--- config.mk ---
export PLATFORM = sky130hd
export DESIGN_NAME = event_fifo_timer
export DESIGN_NICKNAME = d
export VERILOG_FILES = /design/src/rtl/perf_mon_pkg.sv /design/src/rtl/perf_mon_ctrl.sv /design/src/rtl/perf_mon_datapath.sv /design/src/rtl/event_fifo_timer.sv
export SDC_FILE = /design/constraint.sdc
export NUM_CORES = 1
export LEC_CHECK = 0
export ABC_AREA = 1
export BUFFER_PORTS_ARGS = -buffer_cell sky130_fd_sc_hd__buf_2
export CAP_MARGIN = 20
export CORE_MARGIN = 3
export CORE_UTILIZATION = 53
export DETAILED_ROUTE_END_ITERATION = 8
export GPL_TIMING_DRIVEN = 0
export PLACE_DENSITY = 0.86
export SLEW_MARGIN = 20
export SYNTH_ARGS = -nofsm -noshare
export SYNTH_HDL_FRONTEND = slang
export SYNTH_SLANG_ARGS = --single-unit
--- constraint.sdc ---
create_clock -name clk -period 1.7 [get_ports clk]
set_input_delay 0.255 -clock clk [delete_from_list [all_inputs] [get_ports clk]]
set_output_delay 0.255 -clock clk [all_outputs]
set_load 0.01 [all_outputs]
--- src/rtl/perf_mon_pkg.sv ---
package perf_mon_pkg;

  // Strobes from the control to the datapath, one set per cycle
  typedef struct packed {
    logic evStart;   // open (or reopen) an event measurement
    logic evStop;    // close the open event and latch its time
    logic evRun;     // an event is open this cycle
    logic clrTotals; // clear both flag accumulators
    logic emptyTick; // FIFO empty this cycle
    logic holdTick;  // hold flag raised this cycle
  } ctlStrobes_t;

endpackage

--- src/rtl/perf_mon_ctrl.sv ---
module perf_mon_ctrl
  import perf_mon_pkg::*;
(
  input  logic        clk,
  input  logic        rstN,
  input  logic        popValid,
  input  logic        popFirst,
  input  logic        popLast,
  input  logic        fifoEmpty,
  input  logic        fifoHalfFull,
  input  logic        clearTotals,
  output ctlStrobes_t ctl
);

  logic evOpen;
  logic firstPop;
  logic lastPop;

  assign firstPop = popValid & popFirst;
  // A closing pop counts only for an open event or one opened by the same pop
  assign lastPop  = popValid & popLast & (evOpen | popFirst);

  always_ff @(posedge clk or negedge rstN) begin
    if (!rstN) begin
      evOpen <= 1'b0;
    end else if (lastPop) begin
      evOpen <= 1'b0;
    end else if (firstPop) begin
      evOpen <= 1'b1;
    end
  end

  always_comb begin
    ctl           = '0;
    ctl.evStart   = firstPop;
    ctl.evStop    = lastPop;
    ctl.evRun     = evOpen;
    ctl.clrTotals = clearTotals;
    ctl.emptyTick = fifoEmpty;
    ctl.holdTick  = fifoHalfFull;
  end

endmodule

--- src/rtl/perf_mon_datapath.sv ---
module perf_mon_datapath
  import perf_mon_pkg::*;
#(
  parameter int CNT_W = 32
) (
  input  logic             clk,
  input  logic             rstN,
  input  ctlStrobes_t      ctl,
  output logic [CNT_W-1:0] lastEventTime,
  output logic [CNT_W-1:0] emptyCycles,
  output logic [CNT_W-1:0] holdCycles
);

  localparam logic [CNT_W-1:0] CNT_MAX = '1;
  localparam int NUM_ACC = 2;

  logic [CNT_W-1:0] evCount;
  logic [CNT_W-1:0] evNext;

  assign evNext = (evCount == CNT_MAX) ? CNT_MAX : evCount + 1'b1;

  always_ff @(posedge clk or negedge rstN) begin
    if (!rstN) begin
      evCount       <= '0;
      lastEventTime <= '0;
    end else begin
      if (ctl.evStop) begin
        lastEventTime <= ctl.evStart ? '0 : evNext;
      end
      if (ctl.evStart || ctl.evStop) begin
        evCount <= '0;
      end else if (ctl.evRun) begin
        evCount <= evNext;
      end
    end
  end

  logic [NUM_ACC-1:0] accTick;
  logic [CNT_W-1:0]   accVal [NUM_ACC];

  assign accTick = {ctl.holdTick, ctl.emptyTick};

  for (genvar g = 0; g < NUM_ACC; g++) begin : gAcc
    always_ff @(posedge clk or negedge rstN) begin
      if (!rstN) begin
        accVal[g] <= '0;
      end else if (ctl.clrTotals) begin
        accVal[g] <= '0;
      end else if (accTick[g] && accVal[g] != CNT_MAX) begin
        accVal[g] <= accVal[g] + 1'b1;
      end
    end
  end

  assign emptyCycles = accVal[0];
  assign holdCycles  = accVal[1];

endmodule

--- src/rtl/event_fifo_timer.sv ---
module event_fifo_timer
  import perf_mon_pkg::*;
#(
  parameter int CNT_W = 32
) (
  input  logic             clk,
  input  logic             rstN,
  input  logic             popValid,
  input  logic             popFirst,
  input  logic             popLast,
  input  logic             fifoEmpty,
  input  logic             fifoHalfFull,
  input  logic             clearTotals,
  output logic [CNT_W-1:0] lastEventTime,
  output logic [CNT_W-1:0] emptyCycles,
  output logic [CNT_W-1:0] holdCycles
);

  ctlStrobes_t ctl;

  perf_mon_ctrl uCtrl (
    .clk          (clk),
    .rstN         (rstN),
    .popValid     (popValid),
    .popFirst     (popFirst),
    .popLast      (popLast),
    .fifoEmpty    (fifoEmpty),
    .fifoHalfFull (fifoHalfFull),
    .clearTotals  (clearTotals),
    .ctl          (ctl)
  );

  perf_mon_datapath #(.CNT_W(CNT_W)) uData (
    .clk           (clk),
    .rstN          (rstN),
    .ctl           (ctl),
    .lastEventTime (lastEventTime),
    .emptyCycles   (emptyCycles),
    .holdCycles    (holdCycles)
  );

endmodule

## Yosys cells after proc, flatten, opt, wreduce, memory -nomap -nowiden

Cells that the tools add are included.

| cells by class | value |
|---|---|
| mux-type cells | 10 |
| $add $sub $neg | 3 |
| reductions and logical operators | 7 |
| bitwise logic cells | 4 |
| equality and inequality tests | 3 |

Operator list:

| operator | count |
|---|---|
| $mux W32 | 8 |
| $add A32 B1 Y32 const B | 3 |
| $ne A32 B32 Y1 const B | 2 |
| $eq A32 B32 Y1 const B | 1 |
| $reduce_bool A2 Y1 | 4 |
| $and A1 B1 Y1 | 3 |
| $logic_and A1 B1 Y1 | 2 |
| $mux W1 | 2 |
| $logic_or A1 B1 Y1 | 1 |
| $or A1 B1 Y1 | 1 |

| word-level totals | value |
|---|---|
| register bits | 129 |
| logic and storage cells | 32 |
| output and inout port bits | 96 |
| bits of input ports | 8 |

## Logic depth before layout (Yosys ltp)

| logic depth | value |
|---|---|
| word-level depth | 4 |
| depth in mapped cells | 12 |
| mapped depth without buffers | 11 |

## Hierarchy

Synthesis repeated with hierarchy kept, for this count alone.

| unflattened totals | value |
|---|---|
| cell total of the unflattened synthesis | 1,201 |
| area total of the unflattened synthesis | 7,878.8 um^2 |

Modules (own cells, without submodules):

| module | area each (um^2) | sequential area each (um^2) | instances | cells an instance |
|---|---|---|---|---|
| perf_mon_datapath | 7,775.0 | 3,203.1 | 1 | 1,185 |
| perf_mon_ctrl | 103.8 | 25.0 | 1 | 16 |

## Least setup slack after synthesis

Ideal clock, no wire load.

| path | value |
|---|---|
| path kind | register to register |
| start point | reg uData.accVal, in the netlist uData.holdCycles[0] |
| end point | reg uData.accVal, in the netlist uData.holdCycles[20] |
| buffers on the path | 1 |
| path slack | -0.016 ns |
| data required time | 1.634 ns |
| period minus slack after synthesis | 1.716 ns |
| library setup time | 0.066 ns |
| arrival | 1.650 ns |
| stages on the path, launching flop included | 10 |
| cells stage by stage | dfrtp_1 ha_1 nand2_1 nor2_4 nand2_4 nor2_8 a21oi_1 clkbuf_1 nand4_1 nand2_1 |

| on the way | value |
|---|---|
| longest elaborated chain between the ends | 3 |
| elaborated cells between the ends (all ways) | 6 |
| those cells by class | 1 x add/sub; 1 x eq/ne; 2 x mux; 2 x reduce/logical |

Ends and longest elaborated chain:

| element | line | RTL |
|---|---|---|
| start, declared | perf_mon_datapath.sv:39 | `logic [CNT_W-1:0] accVal [NUM_ACC];` |
| start signal, assigned by index | perf_mon_datapath.sv:50 | `accVal[g] <= accVal[g] + 1'b1;` |
| $add A32 B1 Y32 / $ne A32 B32 Y1 (equally long branches) | perf_mon_datapath.sv:50, perf_mon_datapath.sv:49 |  |
| $mux W32 / $logic_and A1 B1 Y1 (equally long branches) | perf_mon_datapath.sv:49 | `end else if (accTick[g] && accVal[g] != CNT_MAX) begin` |
| $mux W32 / $reduce_bool A2 Y1 (equally long branches) | n/a |  |

Parallel ways exist; a longest one is shown, timed or not. The select of a mux whose other input is x is not followed.
A chain may end at the register's enable or synchronous reset.

## Worst setup path after layout

| path | value |
|---|---|
| start point | reg uData.accVal, in the netlist uData.holdCycles[31] |
| end point | reg uData.accVal, in the netlist uData.holdCycles[19] |

| on the way | value |
|---|---|
| longest elaborated chain between the ends | 3 |

Ends and longest elaborated chain:

| element | line |
|---|---|
| $ne A32 B32 Y1 | perf_mon_datapath.sv:49 |
| $logic_and A1 B1 Y1 | perf_mon_datapath.sv:49 |
| $reduce_bool A2 Y1 (no line) | n/a |

Every way passes these cells.

==> out/qor.txt <==
RD Place Congestion - 0.973
CTS H-tree depth - 4
synth-to-layout area growth - 33.3%
Switching Fraction - 26.9%
CP required - 2.06 ns
Tot GR Track Use - 28.3%
utilization after layout - 72.7%
total global routing overflow - 0
Net Switching - 2.06 mW
RSZ-0062 raised after global routing - true
# DRC - 0
synth unique cells - 29
Clock power frac - 49.4%
final hold vios - 0
Chip Height - 129 um
part of the power in registers - 41.3%
Row Count - 44
first-pass GRT wire length - 37800 um
setup tns final - -3.91 ns
Finished Layout Cells - 1564
pre-CTS setup slack - -0.308 ns
Clock Tree Root - clkbuf_16
Slew @ Worst Pin - 0.764 ns
Setup crit start - uData.holdCycles[31]
worst vdd ir - 713 uV
outcome - finished with violations
Slew headroom - 49.0%
yosys warns - 0
min-delay src - popLast
via count - 8869
area of the core - 14600 um^2
number of global-route vias before repair - 7704
Layout Nets - 1378
WHS - 0.140 ns
most frequent cells in the layout - 469 x nand2_1, 145 x nor2_1, 106 x dfrtp_1, 102 x buf_2, 83 x nand2_2
IO Port Bufs - 102
clock sink total - 129
clock-pin slew on the worst setup and hold paths - 0.06 ns
Wirelength per Cell - 16.7 um
Worst-Skew Late Latency - 0.44 ns
Worst Hold Class - in2reg
Pwr Total - 7.64 mW
FMAX - 552 MHz
Die ar. - 16600 um^2
Via density - 5.67
Gate power share - 9.2%
Final Routed Wirelength - 26100 um
most common cell after layout, fill and taps aside - nand2_1
final instance area - 10600 um^2
period utilization - 107%
Max Slew Vio Count - 0
fraction of layout cells with a size suffix above 1 - 30.1%
Crit Path Class - reg2reg
final worst slack - -0.111 ns
CP Max Fanout - 8
failing checks - negative setup slack
critical path endpoint category - flop
hpwl dp - 16200 um
IO Count - 104
P_leak - 5.54 nW
Yosys reg bits - 129
die width - 129 um
Reg-to-Reg Start - uData.holdCycles[31]
cell count after synthesis - 1196
fin crit period - 1.81 ns
largest net degree at the start of global routing - 99
Syn Std Cell Area - 7990 um^2
n_diodes - 0
register area share after synthesis - 40.4%
dpl cells - 1483
syn nets - 1207
initial antenna violation count - 0
Arr. time, crit path - 2.17 ns
Avg Cell Area, Syn - 6.68 um^2
startpoint types - flop
Clock Tree Buf Depth - 2
dpl cell area - 8770 um^2
Setup-failing EPs final - 86
total CTS buffers - 17
Final ANT Viol Nets - 0
Cell Pwr Density - 718 nW/um^2
Starting Density - 54.5%
MaxCap Viol Count - 0
DRT iter0 DRCs - 1097
CTS tree - yes
Final Skew - 0.0117 ns
DRT Pass-1 Iters - 6
Int Pwr - 5.58 mW
-- layer usage --
layer	part of all wire [%]	vias up	global-route usage (%)	routed length (um)
li1	-	4080	-	-
met1	41	4099	40.2	10600
met2	46	563	43.8	11900
met3	9.4	127	5.15	2450
met4	4.2	0	9.26	1080
met5	0	-	0	0
-- flip-flops by register name, summed over array words and instances (netlist names) --
name                 cells
uData.lastEventTime     32
uData.holdCycles        32
uData.emptyCycles       32
uCtrl.evOpen             1
uData.evCount           32
-- cell type report --
class,instances,area [um^2]
Multi-Input combinational cell,953,4940
Fill cell,1096,4000
Buffer,27,214
Clock inverter,14,154
Inverter,86,348
Tap cell,184,230
Clock buffer,18,439
Sequential cell,129,3260
Timing Repair Buffer,153,1060
-- final timing paths --
kind                       depth (start not counted)                      end  slack, ns
max                                               11     uData.holdCycles[19]      -0.11
min                                                4             uCtrl.evOpen       0.14
max reg2reg                                       11     uData.holdCycles[19]      -0.11
min reg2reg                                        2  uData.lastEventTime[29]       0.47
max in group asynchronous                          3    uData.emptyCycles[23]       0.59
min in group asynchronous                          2   uData.lastEventTime[8]       0.26
-- logic make-up after synthesis --
| family | synth area share [%] |
|---|---|
| buffers and inverters | 6.34 |
| adders and majority gates | 0.470 |
| xor gates and xnor gates | 2.74 |
| DFF | 40.4 |
| and+or+nand+nor | 47.9 |
| AOI/OAI and AO/OA | 2.10 |
-- cells in the mapped netlist --
cell type,n,area (um^2)
nor2_1,171,642
nand4_1,33,206
ha_1,3,37.5
o21bai_1,3,22.5
nand2_1,549,2060
inv_2,4,15.0
nor2_2,4,25.0
nor2_4,4,45.0
o21ai_0,17,85.1
o21ai_1,10,50.1
xnor2_1,7,61.3
dfrtp_1,129,3230
nand3b_1,13,97.6
buf_2,5,25.0
buf_12,2,40.0
clkinv_4,2,17.5
nor2_8,3,60.1
buf_1,5,18.8
xor2_1,18,158
or2_2,4,25.0
a21oi_1,2,10.0
inv_1,80,300
clkbuf_1,12,45.0
nand2_4,8,90.1
nand3_1,73,365
nand3_2,5,50.1
nor3_1,2,10.0
buf_6,4,45.0
nand2_2,24,150
-- repair_timing --
action / in CTS / in global routing
hold buffers: 1 / 0
gates resized for setup: 43 / 206
endpoints found under the setup margin: 120 / 123
pin swaps: 8 / 66
gates cloned: 0 / 6
buffers inserted: 21 / 22
hold endpoints to repair: 31 / 0
-- worst max-delay path: stages (launching register included) --
cell       delay [ns]
dfrtp_1          0.50
nand2_1          0.11
nor2_1           0.15
nand2_1          0.14
nor2_4           0.19
nand2_4          0.09
nand2_4          0.11
nand2_8          0.08
clkinv_8         0.10
clkbuf_16        0.17
nand2_4          0.05
nand2_2          0.06
-- power by group through the flow --
| stage | logic, mW | clock network [mW] | registers [mW] |
|---|---|---|---|
| 2_1_floorplan | 0.237 | 0 | 3.21 |
| 3_3_place_gp | 0.432 | 0 | 3.21 |
| 3_5_place_dp | 0.451 | 0 | 3.21 |
| 4_1_cts | 0.532 | 3.75 | 3.15 |
| 5_1_grt | 0.754 | 3.92 | 3.16 |
| 6_report | 0.704 | 3.78 | 3.16 |
Note: power is estimated with default switching activity, not from simulation.
